`config.mk`:
```
export PLATFORM = sky130hd
export DESIGN_NAME = vtpg_line_gen
export DESIGN_NICKNAME = d
export VERILOG_FILES = /design/src/rtl/vtpg_pkg.sv /design/src/rtl/vtpg_timing.sv /design/src/rtl/vtpg_chroma.sv /design/src/rtl/vtpg_ramp.sv /design/src/rtl/vtpg_line_gen.sv
export SDC_FILE = /design/constraint.sdc
export NUM_CORES = 1
export LEC_CHECK = 0
export ABC_CLOCK_PERIOD_IN_PS = 7100
export BUFFER_PORTS_ARGS = -buffer_cell sky130_fd_sc_hd__buf_2
export CORE_MARGIN = 4
export CORE_UTILIZATION = 59
export DETAILED_ROUTE_END_ITERATION = 10
export PLACE_DENSITY = 0.79
export REMOVE_ABC_BUFFERS = 1
export SETUP_SLACK_MARGIN = 0.3
export SYNTH_ARGS = -nofsm -noshare
export SYNTH_HDL_FRONTEND = slang
export SYNTH_SLANG_ARGS = --single-unit
```
`constraint.sdc`:
```
create_clock -name clk -period 7.1 [get_ports clk]
set_input_delay 0.355 -clock clk [delete_from_list [all_inputs] [get_ports clk]]
set_output_delay 0.355 -clock clk [all_outputs]
set_load 0.05 [all_outputs]
```
`src/rtl/vtpg_pkg.sv`:
```
package vtpg_pkg;

    localparam int unsigned SMP_W    = 10;
    localparam int unsigned POS_W    = 11;
    localparam int unsigned AMP_W    = 8;
    localparam int unsigned LINE_LEN = 1716;

    // first sample index of each segment
    localparam int unsigned FALL_FIRST  = 33;
    localparam int unsigned LOW_FIRST   = 41;
    localparam int unsigned RISE_FIRST  = 171;
    localparam int unsigned GAP_IDX     = 179;
    localparam int unsigned BURST_FIRST = 180;
    localparam int unsigned PORCH_FIRST = 248;
    localparam int unsigned ACT_FIRST   = 260;
    localparam int unsigned TAIL_FIRST  = 1676;
    localparam int unsigned EDGE_LEN    = 8;

    // -40 IRE as a code: 40/140*512 rounded
    localparam int unsigned SYNC_TIP = 146;

    // ramp code = (RAMP_BASE + RAMP_STEP*a) / RAMP_DIV, a = 1..1416
    localparam int unsigned RAMP_DIV   = 1239;
    localparam int unsigned RAMP_STEP  = 232;
    localparam int unsigned RAMP_BASE  = 33984;
    localparam int unsigned RAMP_INT0  = (RAMP_BASE + RAMP_STEP) / RAMP_DIV;
    localparam int unsigned RAMP_REM0  = (RAMP_BASE + RAMP_STEP) % RAMP_DIV;

    // tail code = TAIL_UNIT*(TAIL_STEPS-i) / TAIL_DIV
    localparam int unsigned TAIL_DIV   = 287;
    localparam int unsigned TAIL_UNIT  = 1856;
    localparam int unsigned TAIL_STEPS = 41;
    localparam int unsigned TAIL_INT0  = (TAIL_UNIT * TAIL_STEPS) / TAIL_DIV;
    localparam int unsigned TAIL_REM0  = (TAIL_UNIT * TAIL_STEPS) % TAIL_DIV;
    localparam int unsigned TAIL_DINT  = TAIL_UNIT / TAIL_DIV;
    localparam int unsigned TAIL_DREM  = TAIL_UNIT % TAIL_DIV;

    typedef enum logic [3:0] {
        ST_FRONT, ST_FALL, ST_LOW, ST_RISE, ST_GAP,
        ST_BURST, ST_PORCH, ST_ACTIVE, ST_TAIL
    } seg_e;

endpackage

```
`src/rtl/vtpg_timing.sv`:
```
module vtpg_timing
    import vtpg_pkg::*;
#(
    parameter int unsigned PW   = POS_W,
    parameter int unsigned LLEN = LINE_LEN
) (
    input  logic          clk,
    input  logic          rst_n,
    input  logic          en,
    output logic [PW-1:0] pos,
    output seg_e          state,
    output seg_e          state_nxt
);

    function automatic logic at_idx(input logic [PW-1:0] p, input int unsigned idx);
        return p == PW'(idx);
    endfunction

    always_comb begin
        state_nxt = state;
        unique case (state)
            ST_FRONT:  if (at_idx(pos, FALL_FIRST - 1))  state_nxt = ST_FALL;
            ST_FALL:   if (at_idx(pos, LOW_FIRST - 1))   state_nxt = ST_LOW;
            ST_LOW:    if (at_idx(pos, RISE_FIRST - 1))  state_nxt = ST_RISE;
            ST_RISE:   if (at_idx(pos, GAP_IDX - 1))     state_nxt = ST_GAP;
            ST_GAP:    if (at_idx(pos, BURST_FIRST - 1)) state_nxt = ST_BURST;
            ST_BURST:  if (at_idx(pos, PORCH_FIRST - 1)) state_nxt = ST_PORCH;
            ST_PORCH:  if (at_idx(pos, ACT_FIRST - 1))   state_nxt = ST_ACTIVE;
            ST_ACTIVE: if (at_idx(pos, TAIL_FIRST - 1))  state_nxt = ST_TAIL;
            ST_TAIL:   if (at_idx(pos, LLEN))            state_nxt = ST_FRONT;
            default:                                     state_nxt = ST_FRONT;
        endcase
    end

    always_ff @(posedge clk) begin
        if (!rst_n) begin
            pos   <= PW'(1);
            state <= ST_FRONT;
        end else if (en) begin
            state <= state_nxt;
            pos   <= at_idx(pos, LLEN) ? PW'(1) : pos + PW'(1);
        end
    end

endmodule

```
`src/rtl/vtpg_chroma.sv`:
```
module vtpg_chroma
    import vtpg_pkg::*;
#(
    parameter int unsigned PH_MOD = 264,
    parameter int unsigned PH_INC = 35,
    parameter int unsigned AW     = AMP_W
) (
    input  logic              clk,
    input  logic              rst_n,
    input  logic              en,
    input  logic              ld_burst,
    input  logic              ld_active,
    output logic signed [AW:0] chroma
);

    localparam int unsigned PHW = $clog2(PH_MOD);
    localparam int unsigned QTR = PH_MOD / 4;
    localparam longint ONE_Q30    = 64'sd1073741824;
    localparam longint TWO_PI_Q30 = 64'sd6746518852;
    localparam longint AMP_NUM    = 64'sd512;   // 20 IRE = 512/7 codes
    localparam longint AMP_DEN    = 64'sd7;

    // quarter-wave table from a Chebyshev recurrence in Q30
    function automatic logic [(QTR+1)*AW-1:0] build_qtab();
        logic [(QTR+1)*AW-1:0] tab;
        longint th, th2, th3, th4, th5, s1, c2, sp, sc, sn, v;
        th  = TWO_PI_Q30 / longint'(PH_MOD);
        th2 = (th * th) >>> 30;
        th3 = (th2 * th) >>> 30;
        th4 = (th3 * th) >>> 30;
        th5 = (th4 * th) >>> 30;
        s1  = th - th3 / 6 + th5 / 120;
        c2  = 2 * (ONE_Q30 - th2 / 2 + th4 / 24);
        tab = '0;
        sp  = 0;
        sc  = s1;
        for (int n = 1; n <= int'(QTR); n++) begin
            v  = (sc * AMP_NUM + (AMP_DEN <<< 29)) / (AMP_DEN <<< 30);
            tab[n*AW +: AW] = AW'(v);
            sn = ((c2 * sc) >>> 30) - sp;
            sp = sc;
            sc = sn;
        end
        return tab;
    endfunction

    localparam logic [(QTR+1)*AW-1:0] QTAB = build_qtab();

    logic [PHW-1:0] ph, ph_step, rem, idx;
    logic           neg, mir;
    logic [AW-1:0]  mag;

    always_comb begin
        ph_step = (ph >= PHW'(PH_MOD - PH_INC)) ? ph - PHW'(PH_MOD - PH_INC)
                                                : ph + PHW'(PH_INC);
    end

    always_ff @(posedge clk) begin
        if (!rst_n)         ph <= '0;
        else if (en) begin
            if (ld_burst)       ph <= '0;
            else if (ld_active) ph <= PHW'(PH_INC);
            else                ph <= ph_step;
        end
    end

    always_comb begin
        if (ph < PHW'(QTR)) begin
            neg = 1'b0; mir = 1'b0; rem = ph;
        end else if (ph < PHW'(2*QTR)) begin
            neg = 1'b0; mir = 1'b1; rem = ph - PHW'(QTR);
        end else if (ph < PHW'(3*QTR)) begin
            neg = 1'b1; mir = 1'b0; rem = ph - PHW'(2*QTR);
        end else begin
            neg = 1'b1; mir = 1'b1; rem = ph - PHW'(3*QTR);
        end
        idx    = mir ? PHW'(QTR) - rem : rem;
        mag    = QTAB[idx*AW +: AW];
        chroma = neg ? -$signed({1'b0, mag}) : $signed({1'b0, mag});
    end

endmodule

```
`src/rtl/vtpg_ramp.sv`:
```
module vtpg_ramp
    import vtpg_pkg::*;
#(
    parameter int unsigned SW = SMP_W
) (
    input  logic          clk,
    input  logic          rst_n,
    input  logic          en,
    input  logic          ld_ramp,
    input  logic          run_ramp,
    input  logic          ld_tail,
    input  logic          run_tail,
    output logic [SW-1:0] ramp_q,
    output logic [SW-1:0] tail_q
);

    localparam int unsigned RW = $clog2(RAMP_DIV) + 1;
    localparam int unsigned TW = $clog2(TAIL_DIV) + 1;

    logic [SW-1:0] r_int, t_int;
    logic [RW-1:0] r_rem, r_sum;
    logic [TW-1:0] t_rem;

    assign r_sum = r_rem + RW'(RAMP_STEP);

    always_ff @(posedge clk) begin
        if (!rst_n) begin
            r_int <= '0; r_rem <= '0;
            t_int <= '0; t_rem <= '0;
        end else if (en) begin
            if (ld_ramp) begin
                r_int <= SW'(RAMP_INT0);
                r_rem <= RW'(RAMP_REM0);
            end else if (run_ramp) begin
                if (r_sum >= RW'(RAMP_DIV)) begin
                    r_int <= r_int + SW'(1);
                    r_rem <= r_sum - RW'(RAMP_DIV);
                end else begin
                    r_rem <= r_sum;
                end
            end
            if (ld_tail) begin
                t_int <= SW'(TAIL_INT0);
                t_rem <= TW'(TAIL_REM0);
            end else if (run_tail) begin
                if (t_rem >= TW'(TAIL_DREM)) begin
                    t_int <= t_int - SW'(TAIL_DINT);
                    t_rem <= t_rem - TW'(TAIL_DREM);
                end else begin
                    t_int <= t_int - SW'(TAIL_DINT + 1);
                    t_rem <= t_rem + TW'(TAIL_DIV - TAIL_DREM);
                end
            end
        end
    end

    // round to nearest: add one when the remainder reaches half the divisor
    assign ramp_q = r_int + SW'({r_rem, 1'b0} >= (RW+1)'(RAMP_DIV));
    assign tail_q = t_int + SW'({t_rem, 1'b0} >= (TW+1)'(TAIL_DIV));

endmodule

```
`src/rtl/vtpg_line_gen.sv`:
```
module vtpg_line_gen
    import vtpg_pkg::*;
#(
    parameter int unsigned PH_MOD = 264,
    parameter int unsigned PH_INC = 35
) (
    input  logic                    clk,
    input  logic                    rst_n,
    input  logic                    en,
    output logic signed [SMP_W-1:0] sample,
    output logic                    sol,
    output logic                    vld
);

    logic [POS_W-1:0]         pos;
    seg_e                     state, state_nxt;
    logic signed [AMP_W:0]    chroma;
    logic [SMP_W-1:0]         ramp_q, tail_q;
    logic [SMP_W-1:0]         level;
    logic [2:0]               fall_j, rise_j;
    logic                     ld_burst, ld_active, ld_tail;

    assign ld_burst  = (state != ST_BURST)  && (state_nxt == ST_BURST);
    assign ld_active = (state != ST_ACTIVE) && (state_nxt == ST_ACTIVE);
    assign ld_tail   = (state != ST_TAIL)   && (state_nxt == ST_TAIL);

    vtpg_timing u_timing (
        .clk       (clk),
        .rst_n     (rst_n),
        .en        (en),
        .pos       (pos),
        .state     (state),
        .state_nxt (state_nxt)
    );

    vtpg_chroma #(.PH_MOD(PH_MOD), .PH_INC(PH_INC)) u_chroma (
        .clk       (clk),
        .rst_n     (rst_n),
        .en        (en),
        .ld_burst  (ld_burst),
        .ld_active (ld_active),
        .chroma    (chroma)
    );

    vtpg_ramp u_ramp (
        .clk      (clk),
        .rst_n    (rst_n),
        .en       (en),
        .ld_ramp  (ld_active),
        .run_ramp (state == ST_ACTIVE),
        .ld_tail  (ld_tail),
        .run_tail (state == ST_TAIL),
        .ramp_q   (ramp_q),
        .tail_q   (tail_q)
    );

    // depth of the raised-cosine sync edge, step j of EDGE_LEN
    function automatic logic [SMP_W-1:0] edge_mag(input logic [2:0] j);
        unique case (j)
            3'd0:    return SMP_W'(0);
            3'd1:    return SMP_W'(6);
            3'd2:    return SMP_W'(21);
            3'd3:    return SMP_W'(45);
            3'd4:    return SMP_W'(73);
            3'd5:    return SMP_W'(101);
            3'd6:    return SMP_W'(125);
            3'd7:    return SMP_W'(141);
            default: return SMP_W'(0);
        endcase
    endfunction

    always_comb begin
        fall_j = 3'(pos - POS_W'(FALL_FIRST));
        rise_j = 3'(POS_W'(RISE_FIRST + EDGE_LEN - 1) - pos);
        unique case (state)
            ST_FRONT, ST_GAP, ST_PORCH: level = '0;
            ST_FALL:   level = SMP_W'(0) - edge_mag(fall_j);
            ST_LOW:    level = SMP_W'(0) - SMP_W'(SYNC_TIP);
            ST_RISE:   level = SMP_W'(0) - edge_mag(rise_j);
            ST_BURST:  level = SMP_W'(chroma);
            ST_ACTIVE: level = ramp_q + SMP_W'(chroma);
            ST_TAIL:   level = tail_q;
            default:   level = '0;
        endcase
    end

    always_ff @(posedge clk) begin
        if (!rst_n) begin
            sample <= '0;
            sol    <= 1'b0;
            vld    <= 1'b0;
        end else begin
            vld <= en;
            sol <= en && (pos == POS_W'(1));
            if (en) sample <= $signed(level);
        end
    end

endmodule

```
## Word level (Yosys, flattened, before mapping)

Memory sizes are Yosys's and may differ from the RTL's.
Index checks and enable logic that the tools add are counted.

| storage, ports and cells | value |
|---|---|
| memory bits (read-only) | 128 |
| memories kept | 2 |
| output and inout bits | 12 |
| register bits | 78 |

Memory list:

| name | words | bits a word | rd ports | clocked after memory_dff | wr ports | line | source |
|---|---|---|---|---|---|---|---|
| (name not given) | 8 | 8 | 1 | 0 | 0 | vtpg_line_gen.sv:59 | `unique case (j)` |
| (name not given) | 8 | 8 | 1 | 0 | 0 | vtpg_line_gen.sv:59 |  |

| cells by class | value |
|---|---|
| add/sub/neg operators | 22 |
| reduce and logical (&&, ||, !) cells | 11 |
| order comparisons | 8 |
| shift operators | 1 |
| mux-type cells | 39 |
| equal/unequal tests | 24 |

Operators with widths:

| cell | number |
|---|---|
| $shiftx A536 B13 Y8 const A | 1 |
| $mux W10 | 11 |
| $mux W9 | 8 |
| $pmux W10 S6 | 1 |
| $eq A11 B8 Y1 const B | 4 |
| $mux W12 | 3 |
| $mux W4 | 9 |
| $pmux W4 S9 | 1 |
| $sub A9 B8 Y9 const B | 3 |
| $eq A4 B3 Y1 const B | 6 |
| $eq A11 B11 Y1 const B | 2 |
| $eq A11 B6 Y1 const B | 2 |
| $add A10 B1 Y10 | 2 |
| $sub A1 B10 Y10 const A | 2 |
| $sub A10 B3 Y10 const B | 2 |
| $lt A9 B8 Y1 const B | 2 |
| $ge A13 B11 Y1 const B | 1 |
| $add A12 B8 Y12 const B | 1 |
| $ge A12 B11 Y1 const B | 1 |
| $sub A12 B11 Y12 const B | 1 |
| $add A11 B1 Y11 const B | 1 |
| $eq A11 B1 Y1 const B | 1 |
| $eq A11 B9 Y1 const B | 1 |
| $ge A11 B9 Y1 const B | 1 |
| other kinds (25) | 38 |

## Logic depth before layout (Yosys ltp)

Gate-level depths: netlist of run 1.

| logic depth | value |
|---|---|
| depth in word-level cells | 11 |
| depth in mapped cells | 33 |

## Hierarchy

Synthesis of run 1 repeated with hierarchy kept, for this count alone.

| second synthesis, totals | value |
|---|---|
| cell total of the unflattened synthesis | 1122 |
| area total of the unflattened synthesis | 8515.7 sq um |

By module, submodules not included:

| module | instances | area an instance (sq um) | cells an instance | seq. area each (sq um) |
|---|---|---|---|---|
| vtpg_ramp | 1 | 3075.4 | 368 | 840.8 |
| vtpg_chroma | 1 | 2506.2 | 376 | 180.2 |
| vtpg_line_gen | 1 | 1875.5 | 250 | 240.2 |
| vtpg_timing | 1 | 1058.5 | 128 | 300.3 |

## Worst setup path after synthesis of run 1

Ideal clock, no wire load.

| timing | value |
|---|---|
| path kind | register to register |
| start point | register u_chroma.ph[2] |
| end point | register sample[9] |
| setup time | 0.074 ns |
| required time | 7.026 ns |
| path buffers | 3 |
| path slack | 0.503 ns |
| cell stages (with the launch flop) | 33 |
| arrival | 6.523 ns |
| cells stage by stage | dfxtp_1 -> buf_2 -> inv_1 -> ha_1 -> or4b_1 -> buf_2 -> a22o_4 -> nor2_1 -> xnor2_1 -> ha_1 -> o31a_1 -> xor2_2 -> buf_6 -> a31oi_1 -> a2bb2oi_1 -> o31ai_2 -> nor2_1 -> ha_1 -> and3_1 -> a31o_2 -> ha_1 -> nor2b_1 -> o21ai_0 -> a21boi_0 -> o21ai_0 -> a21boi_0 -> o21ai_0 -> nand2b_1 -> a31oi_1 -> xnor2_1 -> nand4_1 -> or3_1 -> a31oi_1 |

| between the ends | value |
|---|---|
| longest elaborated chain between the ends | 11 |

Ends and longest elaborated chain:

| item | line | source |
|---|---|---|
| start, declared | vtpg_chroma.sv:49 | `logic [PHW-1:0] ph, ph_step, rem, idx;` |
| start signal, assigned | vtpg_chroma.sv:62 | `else if (ld_active) ph <= PHW'(PH_INC);` |
| start signal, assigned | vtpg_chroma.sv:63 | `else ph <= ph_step;` |
| $sub A9 B8 Y9 (tied with other cells) | vtpg_chroma.sv:75 | `neg = 1'b1; mir = 1'b1; rem = ph - PHW'(3*QTR);` |
| $mux W9 | vtpg_chroma.sv:72 | `end else if (ph < PHW'(3*QTR)) begin` |
| $mux W9 | vtpg_chroma.sv:70 | `end else if (ph < PHW'(2*QTR)) begin` |
| $mux W9 | vtpg_chroma.sv:68 | `if (ph < PHW'(QTR)) begin` |
| $sub A7 B9 Y9 | vtpg_chroma.sv:77 | `idx = mir ? PHW'(QTR) - rem : rem;` |
| $mux W9 | vtpg_chroma.sv:77 |  |
| $shiftx A536 B13 Y8 | vtpg_chroma.sv:78 | `mag = QTAB[idx*AW +: AW];` |
| $neg A8 Y9 | vtpg_chroma.sv:79 | `chroma = neg ? -$signed({1'b0, mag}) : $signed({1'b0, mag});` |
| $mux W9 (*) | vtpg_chroma.sv:79 |  |
| $add A10 B10 Y10 | vtpg_line_gen.sv:81 | `ST_ACTIVE: level = ramp_q + SMP_W'(chroma);` |
| $pmux W10 S6 (*) | vtpg_line_gen.sv:75 | `unique case (state)` |
| end signal, assigned | vtpg_line_gen.sv:95 | `if (en) sample <= $signed(level);` |
| end, declared | vtpg_line_gen.sv:10 | `output logic signed [SMP_W-1:0] sample,` |

Mark *: on every way between the ends. The rest lies on a longest branch, timed or not.
A chain may end at the register's enable or synchronous reset.

## Final worst setup path of run 1

| timing | value |
|---|---|
| start point | register u_chroma.ph[3] |
| end point | register sample[8] |

The elaborated chain is that of the path after synthesis.

==> results of run 1 <==
-- worst min path at each step --
stage / start / to / slack, ns / cells past startpoint
after floorplan: rst_n / u_timing.pos[0]$_SDFFE_PN1P_ / 0.43 / 1
after global placement: sample[0]$_SDFFE_PN0P_ / sample[0]$_SDFFE_PN0P_ / 0.46 / 2
after detailed placement: sample[0]$_SDFFE_PN0P_ / sample[0]$_SDFFE_PN0P_ / 0.47 / 2
after CTS: sample[0]$_SDFFE_PN0P_ / sample[0]$_SDFFE_PN0P_ / 0.47 / 2
after global routing: sample[2]$_SDFFE_PN0P_ / sample[2]$_SDFFE_PN0P_ / 0.51 / 2
final: sample[0]$_SDFFE_PN0P_ / sample[0]$_SDFFE_PN0P_ / 0.47 / 2
-- worst max-delay path: cells and delay by family (launching register included) --
family          cells  cell delay [ns]
xor+xnor            1             0.09
mux                 1             0.40
buf+inv             2             0.23
simple gates        8             1.54
fa+ha+maj           3             0.94
compound gates     13             2.79
flops               1             0.39
-- cells in the mapped netlist (11+ instances only) --
cell type / count / area, um^2
nand2_1: 118 / 442.9
o22ai_1: 12 / 75.07
ha_1: 43 / 538.0
and2_1: 11 / 68.82
clkbuf_1: 42 / 157.7
or3_1: 16 / 100.1
a21oi_1: 88 / 440.4
nand3_1: 40 / 200.2
o21ai_0: 55 / 275.3
nor2_1: 108 / 405.4
xnor2_1: 41 / 359.1
nand4_1: 20 / 125.1
o21ai_1: 11 / 55.05
o211ai_1: 12 / 90.09
mux2i_1: 15 / 150.1
a211oi_1: 17 / 127.6
xor2_1: 29 / 254.0
inv_1: 37 / 138.9
dfxtp_1: 78 / 1562
nor3_1: 20 / 100.1
and3_1: 14 / 87.58
a31oi_1: 11 / 68.82
-- flip-flops by register name, summed over array words and instances, names as in the netlist --
name / cells
sample: 10
u_ramp.t_rem: 10
u_ramp.t_int: 10
vld: 1
u_timing.pos: 11
u_timing.state: 4
sol: 1
u_ramp.r_int: 10
u_chroma.ph: 9
u_ramp.r_rem: 12
-- cells by family (layout without fill, tap and decap cells) --
group | after synthesis | count (layout) | synth area share, %
simple gates | 424 | 424 | 27.42
compound gates | 313 | 313 | 27.31
buf+inv | 98 | 107 | 5.375
flops | 78 | 78 | 20.03
xor+xnor | 74 | 74 | 8.986
fa+ha+maj | 45 | 45 | 7.413
mux | 23 | 23 | 3.466
-- layout make-up --
type                    count  area [um^2]
clock buffers              10        229.0
inverters                  37        141.4
repair buffers             56        385.4
well taps                 172        215.2
multi-input cells         879         5982
clock inverters             4        73.82
fillers                  1078         4183
flip-flops and latches     78         1564
-- layout by cell type, fill, tap and decap left out, drive strengths merged, types with 4 or more instances in the layout --
cell	instances
o211ai	14
a21o	8
ha	43
clkbuf	10
nor2b	10
a21boi	7
nor3b	6
nand3b	8
mux2i	16
a22oi	6
mux2	6
xor2	31
or3	17
nand3	41
nand2b	9
and2	11
nor2	110
a21oi	92
dfxtp	78
nand2	120
xnor2	43
nand4	20
inv	37
a211oi	20
and3	14
nor3	23
buf	56
o2111ai	4
o21ai	66
o21a	7
or2	11
a31oi	11
o31ai	11
o221ai	10
nor4	6
a221oi	10
or4	4
o22ai	12
o31a	5
-- power by group --
part | switching (mW) | total, mW | leakage [nW] | internal [mW]
logic | 0.215 | 0.355 | 2.49 | 0.140
clock network | 0.185 | 0.489 | 0.148 | 0.304
registers | 0.0103 | 0.454 | 0.631 | 0.443
total | 0.410 | 1.30 | 3.26 | 0.888
-- per-stage QoR --
step	std cells	util (%)
finish	1236	67.25
global route	1236	67.25
CTS	1224	65.59
detailed placement	1207	62.72
global placement	1207	62.72
floorplan	994	-
-- layer usage --
| layer | up-vias | GRT usage [%] |
|---|---|---|
| met5 | - | 0 |
| met4 | 0 | 9.097 |
| met3 | 78 | 4.941 |
| met2 | 440 | 45.03 |
| met1 | 3750 | 41.31 |
| li1 | 3865 | - |
-- timing repair --
item                                    4_1_cts  5_1_grt
resized for setup                             8       33
pin swaps                                     3       17
endpoints found under the setup margin        1        5
setup buffers                                 3       12
==> flow_summary.toml, run 1 <==
[run_status]
status = "finished, final reports clean"

[timing]
fmax_mhz = 153.6
finalHoldViolCount = 0
tns_ns = 0
drv_slew = 0
setup_slack_ns = 0.5889
slew-limit-headroom_pct = 25.24
clock_skew_ns = 0.006436
setup_violations = 0
worst_slew_pin_slew_ns = 1.120
fin_crit_ns = 6.511
whs_ns = 0.4691
fin_crit_sh_pct = 91.71
rsz0062_at_grt = "no"

[setup_path]
rr_worst_depth = 28
crit_required_ns = 7.33
r2r_slack_ns = 0.59
timing.rr.end = "sample[8]$_SDFFE_PN0P_"
crit_arrival_ns = 6.74
critical_path.endpoint = "sample[8]$_SDFFE_PN0P_"
path_class = "reg -> reg"
crit_start = "u_chroma.ph[3]$_SDFFE_PN0P_"
r2r-start = "u_chroma.ph[3]$_SDFFE_PN0P_"
critPathLaunchType = "flop"
slowest_stage = "or3b_2"
slowest_delay_ns = 0.51
cp_max_fo = 11
end_kind = "flop"

[synth]
synth_edf_count = 0
ys_async_sr_fraction_pct = 0
syn_inst = 1055
avgSynthCellArea_um2 = 7.391
synth_area_um2 = 7797
synth_cell_types = 101
ys.flop_type = "dfxtp_1"
ys_seq_elements = 78
yosys_warnings = 0
yosysSeqAreaShare_pct = 20.03

[global_route]
overflow = 0
grt_first_pass_wirelength_um = 35770
antenna_found_initial = 0
grt_pass1_vias = 7292
grt_max_degree = 46
grt_usage_pct = 29.08

[flow_run]
cap_violations = 0

[final_layout]
syn_to_final_growth_pct = 10.17
layout.nets = 1109
layout-drive-gt1-share_pct = 14.00
final_cell_area_um2 = 8591
diodes = 0

[floorplan]
dieArea_um2 = 15120
die_h_um = 123.0
ios = 15
rows = 41
die_width_um = 123.0
start_util_pct = 61.04
fp.coreArea_um2 = 12770

[pwr]
p_leak_nw = 3.265
totalPowerFinal_mw = 1.298
irDropWorstVdd_mv = 0.1084
p_per_area_nw_per_um2 = 151.1

[drt]
drt_wl_total_um = 22010
drt-met1-wl_um = 9605
wl_met3_um = 1911
firstDrtPassIters = 6
vias = 8133
wl_per_cell_um = 17.81
route.met2.wl_um = 9832
vias_per_cell = 6.580
drt_iter0_markers = 1097
drtAntennaViolNets = 0
top_layer = "met4"
route.detailed.drc = 0

[cts]
clk_latency_ns = 0.34
clkTransAtPathRegs_ns = 0.06
clk_path_buf_depth = 2
cts_hold_buf = 0
cts_root_buffer = "clkbuf_16"
cts_made_buffers = 9
htreeDepth = 3
clkSinkCount = 78
cts_tree = "yes"

[place]
place_area_um2 = 8011
gp_congestion = 0.9846
pre_cts_ws_ns = 0.1042
place_hpwl_um = 15470
port_buffers = 14

[min_path]
hold_path_class = "reg -> reg"
No activity file was read; power rests on OpenSTA's default activity.
==> run 2: changes to the inputs <==
GPL_TIMING_DRIVEN = 0   (was unset)
SYNTH_HIERARCHICAL = 1   (was unset)
==> run 2 against run 1 <==
Die area rose by 8.6%. Core utilization decreased by 3.9 points. Clock power down 8.4%. Clock-buffer cell count is 1 lower. Power rose by 12%. Register-to-register slack improved by 0.21 ns. Worst hold slack better by 0.0013 ns. Final cell count up 2.7%. Clock skew barely moved. Global-route usage fell by 3.0 points. Critical endpoint unchanged. Area after synthesis grew 9.2%. Maximum frequency rose by 3.3%. Critical path type unchanged.
==> flow_summary.toml, run 2 <==
[run_status]
status = "finished, final reports clean"

[drt]
drt_wl_total_um = 21480
drtAntennaViolNets = 0
vias_per_cell = 6.581
route.detailed.drc = 0
vias = 8351
wl_per_cell_um = 16.93
firstDrtPassIters = 6
drt_iter0_markers = 773

[place]
dp_cells = 1245
gp_congestion = 0.9528
pre_cts_ws_ns = -0.3016
port_buffers = 14
place_hpwl_um = 14890
place_area_um2 = 8466

[cts]
clkTransAtPathRegs_ns = 0.06
htreeDepth = 3
cts_made_buffers = 9
clkSinkCount = 78
cts_tree = "yes"
cts_root_buffer = "clkbuf_16"
clk_latency_ns = 0.35
clk_path_buf_depth = 2
cts_hold_buf = 0

[synth]
ys.flop_type = "dfxtp_1"
synth_most_common_cell = "nor2_1"
ys_seq_elements = 78
yosysTopAreaCell = "dfxtp_1"
ys_top_cells_by_count = "nor2_1 (105), nand2_1 (92), dfxtp_1 (78)"
synth_cell_types = 115
yosys_warnings = 6
ys_async_sr_fraction_pct = 0
synth_edf_count = 0
yosysSeqAreaShare_pct = 18.34
netlist.area_leader.share_pct = 18.34
synth_area_um2 = 8516
syn_inst = 1122
synth.top_cells.by_area = "dfxtp_1 (18%), ha_1 (7.2%), xnor2_1 (5.2%)"
avgSynthCellArea_um2 = 7.590

[timing]
finalHoldViolCount = 0
slew-limit-headroom_pct = 28.41
setup_violations = 0
fin_crit_sh_pct = 88.78
worst_slew_pin_slew_ns = 1.069
rsz0062_at_grt = "no"
fmax_mhz = 158.7
setup_slack_ns = 0.7970
tns_ns = 0
drv_slew = 0
clock_skew_ns = 0.006525
fin_crit_ns = 6.303

[final_layout]
final_cell_area_um2 = 8862
largest-register = "u_ramp/r_rem"
layout_common_cells = "nor2_1 (105), nand2_1 (92), a21oi_1 (72)"
largestRegisters = "u_ramp/r_rem: 12 flops, u_timing/pos: 11 flops"
fill_cells = 1259
final_common_cell = "nor2_1"
largest_register_ffs = 12
layout.nets = 1137
final_cells = 1269
syn_to_final_growth_pct = 4.070
diodes = 0
layout-drive-gt1-share_pct = 11.20

[min_path]
hold_path_class = "reg -> reg"

[global_route]
grt_pass1_vias = 7637
grt_usage_pct = 26.09
grt_max_degree = 42
grt_first_pass_wirelength_um = 36670
overflow = 0
antenna_found_initial = 0

[setup_path]
end_kind = "flop"
critPathLaunchType = "flop"
cp_max_fo = 21
crit_arrival_ns = 6.53
crit_required_ns = 7.33
path_class = "reg -> reg"

[floorplan]
dieArea_um2 = 16420
ios = 15
die_h_um = 128.1
rows = 43
fp.coreArea_um2 = 13990
die_width_um = 128.1
start_util_pct = 60.88

[flow_run]
cap_violations = 0

[pwr]
irDropWorstVdd_mv = 0.1612
p_per_area_nw_per_um2 = 163.4
p_leak_nw = 3.341
[run 2: repair_timing]
item	CTS	global route
pin swaps	1	3
resized for setup	3	12
setup buffers	3	5
setup endpoints to repair	7	7
[run 2: routing by layer]
metal	part of all wire [%]	up-vias	wire, um	GRT usage [%]
li1	-	4094	-	-
met1	45	3906	9722	35.68
met2	47	312	10110	42.58
met3	6.1	39	1315	4.167
met4	1.5	0	331	7.303
met5	0	-	0	0
[run 2: cell families after synthesis]
| family | Yosys count | share of synthesized area (%) |
|---|---|---|
| compound gates | 339 | 28.36 |
| buf+inv | 105 | 5.730 |
| flops | 78 | 18.34 |
| mux | 24 | 2.924 |
| fa+ha+maj | 50 | 7.435 |
| xor+xnor | 85 | 9.007 |
| simple gates | 441 | 28.21 |
[run 2: path summary, 6_finish.rpt]
check                         startpoint                      to  slack (ns)  depth (start not counted)
max          u_chroma/ph[3]$_SDFFE_PN0P_  sample[8]$_SDFFE_PN0P_        0.80                         24
min               sample[0]$_SDFFE_PN0P_  sample[0]$_SDFFE_PN0P_        0.47                          2
max reg2reg  u_chroma/ph[3]$_SDFFE_PN0P_  sample[8]$_SDFFE_PN0P_        0.80                         24
min reg2reg       sample[0]$_SDFFE_PN0P_  sample[0]$_SDFFE_PN0P_        0.47                          2
[run 2: critical path, cell delays in order, from the launching register on]
cell       delay [ns]
dfxtp_2          0.45
or4_4            0.61
o21ai_2          0.31
o21ai_2          0.15
xnor2_1          0.21
ha_1             0.29
xnor2_1          0.18
o21ai_0          0.17
a32oi_2          0.30
buf_4            0.18
nand3_1          0.07
or3_1            0.34
a211oi_1         0.43
o31ai_4          0.17
ha_1             0.30
nand2_1          0.04
o21ai_0          0.18
inv_1            0.12
fa_1             0.47
nor2b_1          0.21
o2111ai_1        0.16
and3_1           0.19
or3_1            0.34
a41oi_1          0.21
a21oi_1          0.09
[run 2: layout make-up]
class / instances / area [um^2] / area share, %
inverter: 33 / 123.9 / 1.398
timing repair buffer: 23 / 137.6 / 1.553
sequential: 78 / 1572 / 17.73
multi-input combinational: 939 / 6520 / 73.57
clock buffer: 9 / 225.2 / 2.541
tap: 180 / 225.2 / 2.541
clock inverter: 7 / 58.81 / 0.6636
[run 2: through the flow]
| step | utilization [%] | power, mW | hold slack [ns] |
|---|---|---|---|
| 2_1_floorplan | - | 0.8745 | 0.4444 |
| 3_3_place_gp | 60.38 | 0.9737 | 0.4568 |
| 3_5_place_dp | 60.52 | 0.9829 | 0.4622 |
| 4_1_cts | 62.87 | 1.433 | 0.4709 |
| 5_1_grt | 63.35 | 1.527 | 0.4998 |
| 6_report | 63.35 | 1.448 | 0.4704 |
[run 2: where the power goes]
group          switching (mW)  leakage, nW  internal [mW]  total, mW
Clock                   0.206        0.138          0.242      0.448
Sequential             0.0373        0.636          0.452      0.489
Combinational           0.309         2.57          0.202      0.511
Total                   0.552         3.34          0.895       1.45
